File: config.mk
export PLATFORM = sky130hd
export DESIGN_NAME = halt_wake_ctrl
export DESIGN_NICKNAME = d
export VERILOG_FILES = /design/src/rtl/halt_wake_pkg.sv /design/src/rtl/hw_seq.sv /design/src/rtl/hw_pend.sv /design/src/rtl/hw_arb.sv /design/src/rtl/halt_wake_ctrl.sv
export SDC_FILE = /design/constraint.sdc
export NUM_CORES = 1
export LEC_CHECK = 0
export ABC_AREA = 1
export BUFFER_PORTS_ARGS = -buffer_cell sky130_fd_sc_hd__buf_2
export CAP_MARGIN = 25
export CORE_MARGIN = 3
export CORE_UTILIZATION = 30
export DETAILED_ROUTE_END_ITERATION = 10
export HOLD_SLACK_MARGIN = 0.03
export SYNTH_ARGS = -nofsm -noshare
export SYNTH_HDL_FRONTEND = slang
export SYNTH_SLANG_ARGS = --single-unit
File: constraint.sdc
create_clock -name clk -period 10.9 [get_ports clk]
set_input_delay 1.09 -clock clk [delete_from_list [all_inputs] [get_ports clk]]
set_output_delay 1.09 -clock clk [all_outputs]
set_load 0.02 [all_outputs]
File: src/rtl/halt_wake_pkg.sv
package halt_wake_pkg;
  typedef enum logic [1:0] {
    HW_RUN   = 2'd0,
    HW_DRAIN = 2'd1,
    HW_HALT  = 2'd2
  } hw_state_e;
endpackage

File: src/rtl/hw_seq.sv
module hw_seq
  import halt_wake_pkg::*;
(
  input  logic clk,
  input  logic rst_n,
  input  logic halt_cmd,
  input  logic pfq_full,
  input  logic wake_req,
  output logic wake_fire,
  output logic halted,
  output logic wake_pulse
);
  hw_state_e state_q, state_d;

  assign wake_fire = (state_q == HW_HALT) && wake_req;

  always_comb begin
    state_d = state_q;
    unique case (state_q)
      HW_RUN:   if (halt_cmd) state_d = HW_DRAIN;
      HW_DRAIN: if (pfq_full) state_d = HW_HALT;
      HW_HALT:  if (wake_req) state_d = HW_RUN;
      default:  state_d = HW_RUN;
    endcase
  end

  always_ff @(posedge clk or negedge rst_n) begin
    if (!rst_n) begin
      state_q    <= HW_RUN;
      wake_pulse <= 1'b0;
    end else begin
      state_q    <= state_d;
      wake_pulse <= wake_fire;
    end
  end

  assign halted = (state_q == HW_HALT);


  halt_needs_full_chk: assert property (@(posedge clk) disable iff (!rst_n)
    $rose(halted) |-> $past(pfq_full));


  wake_one_cycle_chk: assert property (@(posedge clk) disable iff (!rst_n)
    wake_pulse |=> !wake_pulse);


  wake_drops_halt_chk: assert property (@(posedge clk) disable iff (!rst_n)
    wake_pulse |-> (!halted && $past(halted)));
endmodule

File: src/rtl/hw_pend.sv
module hw_pend #(
  parameter int N_IRQ = 8,
  localparam int IDX_W = $clog2(N_IRQ)
) (
  input  logic             clk,
  input  logic             rst_n,
  input  logic [N_IRQ-1:0] req,
  input  logic             clr_en,
  input  logic [IDX_W-1:0] clr_idx,
  output logic [N_IRQ-1:0] pend_q,
  output logic [N_IRQ-1:0] eff
);
  logic [N_IRQ-1:0] clr_vec;

  assign eff = pend_q | req;

  always_comb begin
    clr_vec = '0;
    if (clr_en) clr_vec[clr_idx] = 1'b1;
  end

  always_ff @(posedge clk or negedge rst_n) begin
    if (!rst_n) pend_q <= '0;
    else        pend_q <= eff & ~clr_vec;
  end


  req_latched_chk: assert property (@(posedge clk) disable iff (!rst_n)
    (req != '0 && !clr_en) |=> ((pend_q & $past(req)) == $past(req)));
endmodule

File: src/rtl/hw_arb.sv
module hw_arb #(
  parameter int N_IRQ  = 8,
  parameter int PRIO_W = 3,
  localparam int IDX_W = $clog2(N_IRQ)
) (
  input  logic [N_IRQ-1:0]        eff,
  input  logic [N_IRQ-1:0]        mask,
  input  logic [N_IRQ*PRIO_W-1:0] prio,
  input  logic                    nmi,
  input  logic                    in_svc,
  input  logic [PRIO_W-1:0]       svc_prio,
  output logic                    any_open,
  output logic [IDX_W-1:0]        sel_idx,
  output logic                    grant
);
  logic [PRIO_W-1:0] best_pr;

  function automatic logic [PRIO_W-1:0] level_of(input logic [N_IRQ*PRIO_W-1:0] v, input int i);
    return v[i*PRIO_W +: PRIO_W];
  endfunction

  function automatic logic outranks(input logic [PRIO_W-1:0] cand, input logic [PRIO_W-1:0] cur);
    return cand < cur;
  endfunction

  always_comb begin
    any_open = 1'b0;
    sel_idx  = '0;
    best_pr  = '1;
    for (int i = 0; i < N_IRQ; i++) begin
      if (eff[i] && !mask[i] && (!any_open || outranks(level_of(prio, i), best_pr))) begin
        any_open = 1'b1;
        sel_idx  = IDX_W'(i);
        best_pr  = level_of(prio, i);
      end
    end
    grant = nmi || (any_open && (!in_svc || outranks(best_pr, svc_prio)));
  end
endmodule

File: src/rtl/halt_wake_ctrl.sv
module halt_wake_ctrl #(
  parameter int N_IRQ  = 8,
  parameter int PRIO_W = 3,
  localparam int IDX_W = $clog2(N_IRQ)
) (
  input  logic                    clk,
  input  logic                    rst_n,
  input  logic                    halt_cmd_i,
  input  logic                    pfq_full_i,
  input  logic                    nmi_i,
  input  logic [N_IRQ-1:0]        irq_req_i,
  input  logic [N_IRQ-1:0]        irq_mask_i,
  input  logic [N_IRQ*PRIO_W-1:0] irq_prio_i,
  input  logic                    in_svc_i,
  input  logic [PRIO_W-1:0]       svc_prio_i,
  output logic                    halted_o,
  output logic                    wake_o,
  output logic                    ack_o,
  output logic                    ack_nmi_o,
  output logic [IDX_W-1:0]        ack_idx_o,
  output logic [N_IRQ-1:0]        pend_o
);
  logic [N_IRQ-1:0] eff;
  logic             any_open;
  logic [IDX_W-1:0] sel_idx;
  logic             grant;
  logic             wake_req;
  logic             wake_fire;
  logic             ack_fire;
  logic             clr_en;

  function automatic logic [PRIO_W-1:0] prio_at(input logic [N_IRQ*PRIO_W-1:0] v, input logic [IDX_W-1:0] idx);
    return v[int'(idx)*PRIO_W +: PRIO_W];
  endfunction

  assign wake_req = nmi_i | any_open;
  assign ack_fire = wake_fire & grant;
  assign clr_en   = ack_fire & ~nmi_i;

  hw_pend #(.N_IRQ(N_IRQ)) pend_i (
    .clk(clk), .rst_n(rst_n), .req(irq_req_i),
    .clr_en(clr_en), .clr_idx(sel_idx), .pend_q(pend_o), .eff(eff)
  );

  hw_arb #(.N_IRQ(N_IRQ), .PRIO_W(PRIO_W)) arb_i (
    .eff(eff), .mask(irq_mask_i), .prio(irq_prio_i), .nmi(nmi_i),
    .in_svc(in_svc_i), .svc_prio(svc_prio_i),
    .any_open(any_open), .sel_idx(sel_idx), .grant(grant)
  );

  hw_seq seq_i (
    .clk(clk), .rst_n(rst_n), .halt_cmd(halt_cmd_i), .pfq_full(pfq_full_i),
    .wake_req(wake_req), .wake_fire(wake_fire), .halted(halted_o), .wake_pulse(wake_o)
  );

  always_ff @(posedge clk or negedge rst_n) begin
    if (!rst_n) begin
      ack_o     <= 1'b0;
      ack_nmi_o <= 1'b0;
      ack_idx_o <= '0;
    end else begin
      ack_o     <= ack_fire;
      ack_nmi_o <= ack_fire & nmi_i;
      ack_idx_o <= (ack_fire && !nmi_i) ? sel_idx : '0;
    end
  end


  ack_single_chk: assert property (@(posedge clk) disable iff (!rst_n)
    ack_o |=> !ack_o);


  ack_with_wake_chk: assert property (@(posedge clk) disable iff (!rst_n)
    ack_o |-> wake_o);


  ack_outranks_chk: assert property (@(posedge clk) disable iff (!rst_n)
    (ack_o && !ack_nmi_o && $past(in_svc_i)) |-> (prio_at($past(irq_prio_i), ack_idx_o) < $past(svc_prio_i)));


  ack_clears_pend_chk: assert property (@(posedge clk) disable iff (!rst_n)
    (ack_o && !ack_nmi_o) |-> !pend_o[ack_idx_o]);


  masked_no_wake_chk: assert property (@(posedge clk) disable iff (!rst_n)
    (halted_o && !nmi_i && (((irq_req_i | pend_o) & ~irq_mask_i) == '0)) |=> !wake_o);


  nmi_index_zero_chk: assert property (@(posedge clk) disable iff (!rst_n)
    ack_nmi_o |-> (ack_o && ack_idx_o == '0));
endmodule

* Word level (Yosys, flattened, before mapping)
Cells that the tools add are included.
** Operators by class
- Equality and inequality tests :: 5
- Shifts and indexed selects :: 0
- Bitwise operators :: 8
- Magnitude comparators :: 10
- Reduce and logical (&&, ||, !) cells :: 47
- Multiplexer cells :: 31
- $mul :: 0
- Div/mod/pow operators :: 0
- Add/sub/neg operators :: 0
** Operators by type and width (count)
- 3-bit two-way mux :: 13
- 3-bit < comparator :: 8
- 1-bit logical AND :: 19
- 1-bit zero test :: 17
- 1-bit two-way mux :: 10
- 2-bit two-way mux :: 5
- 1-bit logical OR :: 9
- 8-bit AND :: 1
- 8-bit two-way mux :: 1
- 8-bit NOT :: 1
- 8-bit OR :: 1
- 2-bit case mux with 3 select lines :: 1
- 3-bit by 4-bit < comparator with 1-bit output, second input constant :: 1
- 2-bit inequality test, second input constant :: 2
- 1-bit AND :: 3
- 1-bit demux with 3-bit select :: 1
- 3-bit by 1-bit >= comparator with 1-bit output, second input constant :: 1
- 3-bit AND reduction :: 1
- 2-bit by 1-bit equality test with 1-bit output, second input constant :: 1
- 2-bit equality test, second input constant :: 1
- 2-bit zero test :: 1
- 2-bit by 1-bit inequality test with 1-bit output, second input constant :: 1
- 1-bit NOT :: 1
- 1-bit OR :: 1
** Storage, ports and cells
- Bits in writable memories :: 0
- Bits in latches :: 0
- Memories kept :: 0
- Word-level logic and storage cells :: 107
- Output and inout port bits :: 15
- Bits of input ports :: 49
- Bits in registers :: 16
- Memory bits (read-only) :: 0

* Depth between registers and ports, before layout
Gate-level depths: netlist of the first run.
- Depth in word-level cells :: 40
- Mapped depth :: 71
- Depth with buffers taken out :: 71

* Cells and area by module
A second synthesis of the first run with hierarchy kept.
** Second synthesis, totals
- Cells, all modules :: 293
- Area, all modules :: 1749.2 um^2
** Modules (own cells, without submodules)
- hw_arb :: cells an instance 208, instances 1, sequential area each 0.0 um^2, area an instance 1074.8 um^2
- hw_pend :: cells an instance 50, instances 1, sequential area each 200.2 um^2, area an instance 360.3 um^2
- halt_wake_ctrl :: cells an instance 18, instances 1, sequential area each 125.1 um^2, area an instance 182.7 um^2
- hw_seq :: cells an instance 17, instances 1, sequential area each 75.1 um^2, area an instance 131.4 um^2

* Worst setup path after synthesis of the first run
OpenSTA, ideal clock, no wires.
- Path kind :: input to register
- From :: in irq_req_i[0]
- To :: reg pend_i.pend_q[0]
- Path slack :: 3279 ps
- Library setup time :: 113 ps
- Data arrival time :: 7508 ps
- Buffers on the path :: 0
- Stages on the path :: 57
- Data required time :: 10787 ps
- Path through :: inv_2 -> nand2_4 -> nand3b_2 -> nand3_2 -> nand2_2 -> nand3_2 -> o22ai_1 -> ha_1 -> nand2_1 -> clkinv_1 -> nand2_1 -> nand2_1 -> nand2_2 -> nand2_4 -> o21ai_0 -> ha_1 -> nand2_1 -> clkinv_1 -> [... 21 more ...] -> nand2_1 -> nand2_2 -> nand2_4 -> o21ai_0 -> ha_1 -> a21oi_1 -> nand2_1 -> nand2_2 -> nand2_2 -> inv_1 -> o21ai_0 -> ha_1 -> a21oi_1 -> nand2_2 -> nand2_2 -> nand4_1 -> nand2_1 -> inv_1
** On the way
- Word-level cells in the longest chain between the ends :: 40
- Elaborated cells on any way between the ends :: 69
- Classes of those cells :: order compare (10); mux (26); bitwise (6); reduce/logical (27)
** RTL lines
- start: declaration :: line halt_wake_ctrl.sv:11 : input logic [N_IRQ-1:0] irq_req_i,
- 8-bit OR * :: line hw_pend.sv:15 : assign eff = pend_q | req;
- 1-bit logical AND :: line hw_arb.sv:31 : if (eff[i] && !mask[i] && (!any_open || outranks(level_of(prio, i), best_pr))) begin
- 3-bit two-way mux or 1-bit two-way mux (tied branches) :: line hw_arb.sv:31
- 3-bit < comparator or 1-bit zero test (tied branches) :: line hw_arb.sv:23, hw_arb.sv:31
- 1-bit logical OR :: line hw_arb.sv:31
- 1-bit logical AND :: line hw_arb.sv:31
- 3-bit two-way mux or 1-bit two-way mux (tied branches) :: line hw_arb.sv:31
- 3-bit < comparator or 1-bit zero test (tied branches) :: line hw_arb.sv:23, hw_arb.sv:31
- [... 24 more ...]
- 1-bit logical OR :: line hw_arb.sv:37 : grant = nmi || (any_open && (!in_svc || outranks(best_pr, svc_prio)));
- 1-bit logical AND :: line hw_arb.sv:37
- 1-bit logical OR :: line hw_arb.sv:37
- 1-bit AND :: line halt_wake_ctrl.sv:37 : assign ack_fire = wake_fire & grant;
- 1-bit AND :: line halt_wake_ctrl.sv:38 : assign clr_en = ack_fire & ~nmi_i;
- 8-bit two-way mux :: line hw_pend.sv:19 : if (clr_en) clr_vec[clr_idx] = 1'b1;
- 8-bit NOT :: line hw_pend.sv:24 : else pend_q <= eff & ~clr_vec;
- 8-bit AND * :: line hw_pend.sv:24
- end signal: assignment :: line hw_pend.sv:24
- end: declaration :: line hw_pend.sv:10 : output logic [N_IRQ-1:0] pend_q,
Every way passes the cells marked *; elsewhere a longest branch is shown, timed or not.
A chain may end at the register's enable or synchronous reset.

* Final worst setup path of the first run
- From :: in irq_req_i[0]
- To :: reg pend_i.pend_q[1]
** On the way
- Word-level cells in the longest chain between the ends :: 40
- Elaborated cells on any way between the ends :: 69
- Classes of those cells :: order compare (10); mux (26); bitwise (6); reduce/logical (27)
** RTL lines (line)
- 8-bit OR * :: hw_pend.sv:15
- 1-bit logical AND * :: hw_arb.sv:31
- 3-bit two-way mux or 1-bit two-way mux (tied branches) :: hw_arb.sv:31
- 3-bit < comparator or 1-bit zero test (tied branches) :: hw_arb.sv:23, hw_arb.sv:31
- 1-bit logical OR :: hw_arb.sv:31
- 1-bit logical AND :: hw_arb.sv:31
- 3-bit two-way mux or 1-bit two-way mux (tied branches) :: hw_arb.sv:31
- 3-bit < comparator or 1-bit zero test (tied branches) :: hw_arb.sv:23, hw_arb.sv:31
- [... 24 more ...]
- 1-bit logical OR :: hw_arb.sv:37
- 1-bit logical AND :: hw_arb.sv:37
- 1-bit logical OR :: hw_arb.sv:37
- 1-bit AND :: halt_wake_ctrl.sv:37
- 1-bit AND :: halt_wake_ctrl.sv:38
- 8-bit two-way mux * :: hw_pend.sv:19
- 8-bit NOT * :: hw_pend.sv:24
- 8-bit AND * :: hw_pend.sv:24
Marked as above.

==> impl_metrics.tcl, run 1 <==
set metrics [dict create \
    viasPerCell 4.367 \
    path_common_cell "nand2_1" \
    syn_to_final_growth_pct 26.14 \
    netlist_top_cells_count "nand2_1 (71), inv_1 (60), nor2_1 (26), nand3_1 (21)" \
    ir_drop_v 0.00005030 \
    die-area_mm2 0.006828 \
    yosysTopAreaCellShare_pct 22.73 \
    timing.setup.tns_ps 0 \
    cp-start-kind "primary input" \
    cts_made_buffers 3 \
    r2r_start "pend_i.pend_q[0]" \
    drt_wl_total_um 4238 \
    synthFlopType "dfrtp_1" \
    cts_hold_buf 0 \
    grt_pass1_wl_um 6837 \
    antenna_found_initial 0 \
    layout-drive-gt1-share_pct 28.90 \
    syn_inst 286 \
    setup_viol 0 \
    p_leak_nw 1.352 \
    syn_area_mm2 0.001762 \
    switching_share_pct 43.90 \
    synth_edf_count 0 \
    yosysMostFrequentCell "nand2_1" \
    htreeDepth 1 \
    cts_tree "done" \
    rsz0062_at_grt "false" \
    fillerInstances 649 \
    syn_nets 346 \
    p_sw_w 0.0001170 \
    track_usage_pct 12.51 \
    synthArstFlopShare_pct 100.0 \
    synth_seq_cells 16 \
    path_clk_slew_ps 60 \
    fin_nets 414 \
    drv_cap 0 \
    drt_iter0_drc 42 \
    hold_violations 0 \
    syn_area_per_cell_um2 6.160 \
    yosys.cell_types.count 20 \
    fin_hold_ws_ps 558.2 \
    dp_hpwl_um 3750 \
    grt_max_degree 17 \
    route.detailed.drc 0 \
    cp_max_fo 9 \
    required_ps 11040 \
    initial_core_util_pct 31.41 \
    clockBufferDepth 2 \
    gr-total-overflow 0 \
    cts_root_buf "clkbuf_8" \
    row_count 27 \
    cp.arrival_ps 8500 \
    cts_resized 0 \
    min-delay-start "seq_i.state_q[1]" \
    die_y_um 82.63 \
    yosysSeqAreaShare_pct 22.73 \
    core_mm2 0.005608 \
    power_density_mw_per_mm2 119.9 \
    synth_area_leaders "dfrtp_1 (23%), nand2_1 (15%), inv_1 (13%)" \
    pin_count 64 \
    post_drt_wl_per_cell_um 9.972 \
    critPathKind "primary input to register" \
    drtPass1Iterations 4 \
    critical_path_buf_inv_count 7 \
    power_frac_clock_pct 19.1 \
    power_frac_seq_pct 25.2 \
    min_path_type "register to register" \
    p_int_w 0.0001495 \
    multi_input_area_mm2 0.001110 \
    post-route-period-util_pct 76.75 \
    fmax_ghz 0.1195 \
    cp_top_family "simple AND/OR/NAND/NOR gates" \
    endpoint_kind "register" \
    relSlewSlack_pct 55.36 \
    slew_viol_final 0 \
    grt_pass1_vias 1689 \
    gp_congestion 0.8404 \
    status "complete, no violations" \
    regArea_um2 400.4 \
    clk_latency_ps 240 \
    cts_num_sinks 16 \
    slowest_stage "ha_1" \
    portBuffers 63 \
    skew_ps 3.793 \
    yosys.area.top_type "dfrtp_1" \
    fin_crit_ps 8365 \
    ant_nets 0 \
    worstMarginPinSlew_ps 667.1 \
    antenna_cells 0 \
    cp_slowest_stage_delay_ps 300 \
    p_comb_share_pct 55.7 \
    critPathLaunch "irq_req_i[0]" \
    yosys_warnings 0 \
    dieWidth_um 82.63 \
    vias 1856 \
    post_cts_buffers 0 \
]
worst reg2reg max path, delay by kind of cell (launching register included):
kind / cells / cell delay [ps]
DFF: 1 / 380
and+or+nand+nor: 33 / 2700
buffers and inverters: 6 / 440
AOI/OAI and AO/OA: 11 / 2160
adders and majority gates: 7 / 2000
kinds of logic (layout without fill, tap and decap cells):
group,Yosys count,count (layout),share of synthesized area (%)
buf+inv,67,134,14.28
fa+ha+maj,11,11,7.812
flops,16,16,22.73
simple gates,162,162,45.38
compound gates,30,30,9.802
flip-flops by register name (all words and copies together), names as in the netlist:
| signal | cells |
|---|---|
| pend_i.pend_q | 8 |
| seq_i.state_q | 2 |
| ack_idx_o | 3 |
| seq_i.wake_pulse | 1 |
| ack_nmi_o | 1 |
| ack_o | 1 |
metrics by stage:
step	total power (W)	util, %	instances	area [um2]	setup slack, ps
global route	0.0002951	39.63	425	2222	1592
floorplan	0.0001805	-	286	1762	3279
CTS	0.0002702	39.63	425	2222	2462
global placement	0.0002146	38.64	421	2167	2398
finish	0.0002664	39.63	425	2222	2535
detailed placement	0.0002177	38.64	421	2167	2217
power groups by stage:
stage | clock network, W | logic [W] | registers (W)
floorplan | 0 | 0.000108 | 0.0000722
global placement | 0 | 0.000146 | 0.0000682
detailed placement | 0 | 0.000149 | 0.0000683
CTS | 0.0000527 | 0.000150 | 0.0000672
global route | 0.0000555 | 0.000172 | 0.0000678
finish | 0.0000509 | 0.000148 | 0.0000671
layout by cell type (no fill, tap or decap):
cell and instances:
nand2_1 71, buf_2 63, inv_1 60, nor2_1 26, nand3_1 21, nand2_2 16
dfrtp_1 16, o21ai_0 14, nand4_1 12, a21oi_1 12, ha_1 11, nand2_4 6
nand3_2 6, clkinv_1 4, clkbuf_8 4, inv_2 3, a21oi_2 2, nor3_1 2
nand3b_2 1, o22ai_1 1, and2_1 1, a21boi_4 1
final cells by class:
cell class	instances	area share [%]
timing repair buffer	63	14.19
tap	72	4.054
clock buffer	4	2.477
sequential	16	18.02
inverter	67	11.32
multi-input combinational	203	49.94
routing by layer:
metal / wire length [um] / track usage [%] / up-vias / part of all wire (%)
met5: 0 / 0 / - / 0
met4: 8 / 0.9804 / 0 / 0.19
met3: 225 / 2.603 / 2 / 5.3
met2: 1921 / 22.12 / 46 / 45
met1: 2082 / 16.23 / 784 / 49
li1: - / - / 1024 / -
worst paths after layout:
path | to | slack, ps | depth (start not counted)
max | pend_i.pend_q[1] | 2530 | 58
min | seq_i.state_q[1] | 560 | 3
max reg2reg | pend_i.pend_q[1] | 3090 | 57
min reg2reg | seq_i.state_q[1] | 560 | 3
max in group asynchronous | pend_i.pend_q[0] | 9890 | 1
min in group asynchronous | seq_i.state_q[0] | 750 | 1
No activity file was read; power rests on OpenSTA's default activity.
==> run 2, diff against run 1 <==
Clock period 10.9 ns to 7 ns, I/O delays scaled along.
==> run 2 against run 1 <==
Non-clock buffer count rose by 47. Combinational power increased by 130%. Clock power increased by 59%. Global-route usage is 1.3 points higher. Utilization up 9.9 points. Sequential power increased by 55%. Wire length increased by 15%. Worst setup slack got worse by 2500 ps. Critical path depth rose by 6. Total power grew 97%. First-iteration DRC count grew 29%. Critical path type unchanged. Largest cell class unchanged.
==> impl_metrics.tcl, run 2 (same netlist as run 1, synthesis figures left out) <==
set metrics [dict create \
    cts_root_buf "clkbuf_8" \
    dieWidth_um 82.63 \
    hold_violations 0 \
    gp_congestion 0.8049 \
    largest_register_ffs 8 \
    power_density_mw_per_mm2 189.0 \
    dp_hpwl_um 3916 \
    path_clk_slew_ps 60 \
    cp_max_fo 8 \
    grt_pass1_vias 1877 \
    slowest_stage "ha_1" \
    reg2reg_slack_ps 190 \
    initial_core_util_pct 31.41 \
    antenna_cells 0 \
    worstMarginPinSlew_ps 605.2 \
    skew_ps 4.032 \
    rr_endpoint "pend_i.pend_q[3]" \
    top_register "pend_i.pend_q" \
    slew_viol_final 0 \
    post-route-period-util_pct 98.88 \
    setup_ws_ps 78.64 \
    core_mm2 0.005608 \
    regArea_um2 400.4 \
    vias 2065 \
    row_count 27 \
    ant_nets 0 \
    p_leak_nw 1.626 \
    r2r_start "pend_i.pend_q[0]" \
    antenna_found_initial 0 \
    clk_latency_ps 250 \
    portBuffers 63 \
    final_cell_mix "buf_2 (62), nand2_1 (60), inv_1 (59)" \
    setup_viol 0 \
    layout.cells.most_common "buf_2" \
    viasPerCell 4.375 \
    ir_drop_v 0.00006710 \
    endpoint_kind "register" \
    status "complete, no violations" \
    critPathKind "primary input to register" \
    route.detailed.drc 0 \
    cts_hold_buf 0 \
    critical_path_buf_inv_count 8 \
    fillerInstances 609 \
    htreeDepth 1 \
    cts_tree "done" \
    fin_crit_ps 6921 \
    required_ps 7150 \
    reg_top3 "pend_i.pend_q x8, ack_idx_o x3, seq_i.state_q x2" \
    cts_num_sinks 16 \
    final_util_pct 49.49 \
    drv_cap 0 \
    multi_input_area_mm2 0.001291 \
    relSlewSlack_pct 59.50 \
    drt_wl_total_um 4876 \
    rsz0062_at_grt "true" \
    post_drt_wl_per_cell_um 10.33 \
    clockBufferDepth 2 \
    fin_nets 461 \
    dp_slack_ps -553.4 \
    cts_made_buffers 3 \
    cp.arrival_ps 7070 \
    fmax_ghz 0.1445 \
    die-area_mm2 0.006828 \
    grt_pass1_wl_um 7617 \
    gr-total-overflow 0 \
    track_usage_pct 13.85 \
    min_path_type "primary input to asynchronous set/reset pin" \
    layout-drive-gt1-share_pct 45.25 \
    pin_count 64 \
    die_y_um 82.63 \
    reg2reg_depth 63 \
    grt_max_degree 17 \
    drtPass1Iterations 4 \
    cp_slowest_stage_delay_ps 330 \
    path_common_cell "nand2_2" \
    cp_top_family "simple AND/OR/NAND/NOR gates" \
    cp-start-kind "primary input" \
    drt_iter0_drc 54 \
    syn_to_final_growth_pct 57.53 \
]
-- run 2: changes by cell type in the layout (fill, tap and decap cells not counted), moves of 3 or more --
cell and delta:
clkinv_1 -3, o21ai_0 -9, nand2_1 -11, nand2_2 +8, o21ai_2 +5, o21ai_4 +3
buf_6 +3, buf_4 +45
-- run 2: metal layers --
metal  part of all wire [%]  vias to the layer above  global-route usage (%)
met4                   0.55                        0                   2.451
met5                      0                        -                       0
met3                    5.5                        6                   1.844
met1                     43                      895                   16.97
met2                     51                       46                   25.80
li1                       -                     1118                       -
-- run 2: layout make-up --
cell class	instances	share of cell area, %
repair buffers	110	24.57
inverters	67	9.243
flip-flops and latches	16	14.43
clock buffers	4	1.984
well taps	72	3.246
multi-input cells	203	46.53
-- run 2: worst max path at each step --
stage | startpoint | endpoint | slack [ps] | cells after the start
after floorplan | irq_req_i[0] | pend_i.pend_q[0] | 20 | 57
after global placement | irq_req_i[0] | pend_i.pend_q[1] | -360 | 60
after detailed placement | irq_req_i[0] | pend_i.pend_q[1] | -550 | 60
after CTS | irq_mask_i[0] | pend_i.pend_q[1] | 20 | 63
after global routing | irq_req_i[0] | pend_i.pend_q[2] | -480 | 68
final | irq_req_i[0] | pend_i.pend_q[3] | 80 | 64
-- run 2: worst register-to-register path: cells and delay by family, from the launching register on --
| family | cells | cell delay, ps |
|---|---|---|
| and+or+nand+nor | 39 | 2990 |
| adders and majority gates | 7 | 1920 |
| AOI/OAI and AO/OA | 10 | 1100 |
| DFF | 1 | 390 |
| buffers and inverters | 7 | 360 |
-- run 2: power breakdown --
group          leakage (nW)  internal, W   total, W  switching [W]
Clock                0.0288    0.0000498  0.0000808      0.0000310
Sequential            0.179     0.000100   0.000104     0.00000387
Combinational          1.42     0.000154   0.000339       0.000185
Total                  1.63     0.000304   0.000524       0.000220
-- run 2: timing repair --
item,CTS,global route
pin swaps,0,16
setup buffers,0,11
endpoints found under the setup margin,12,12
gates resized for setup,11,39
-- run 2: stage by stage --
stage / power [W] / cell area [um2] / std cells / TNS (ps) / hold WS, ps
6_report: 0.0005245 / 2775 / 472 / 0 / 353.7
5_1_grt: 0.0005750 / 2775 / 472 / -5237 / 383.0
4_1_cts: 0.0004750 / 2530 / 461 / 0 / 363.1
3_5_place_dp: 0.0003807 / 2437 / 457 / -5950 / 542.9
3_3_place_gp: 0.0003772 / 2437 / 457 / -3696 / 529.6
2_1_floorplan: 0.0002823 / 1762 / 286 / 0 / 404.4
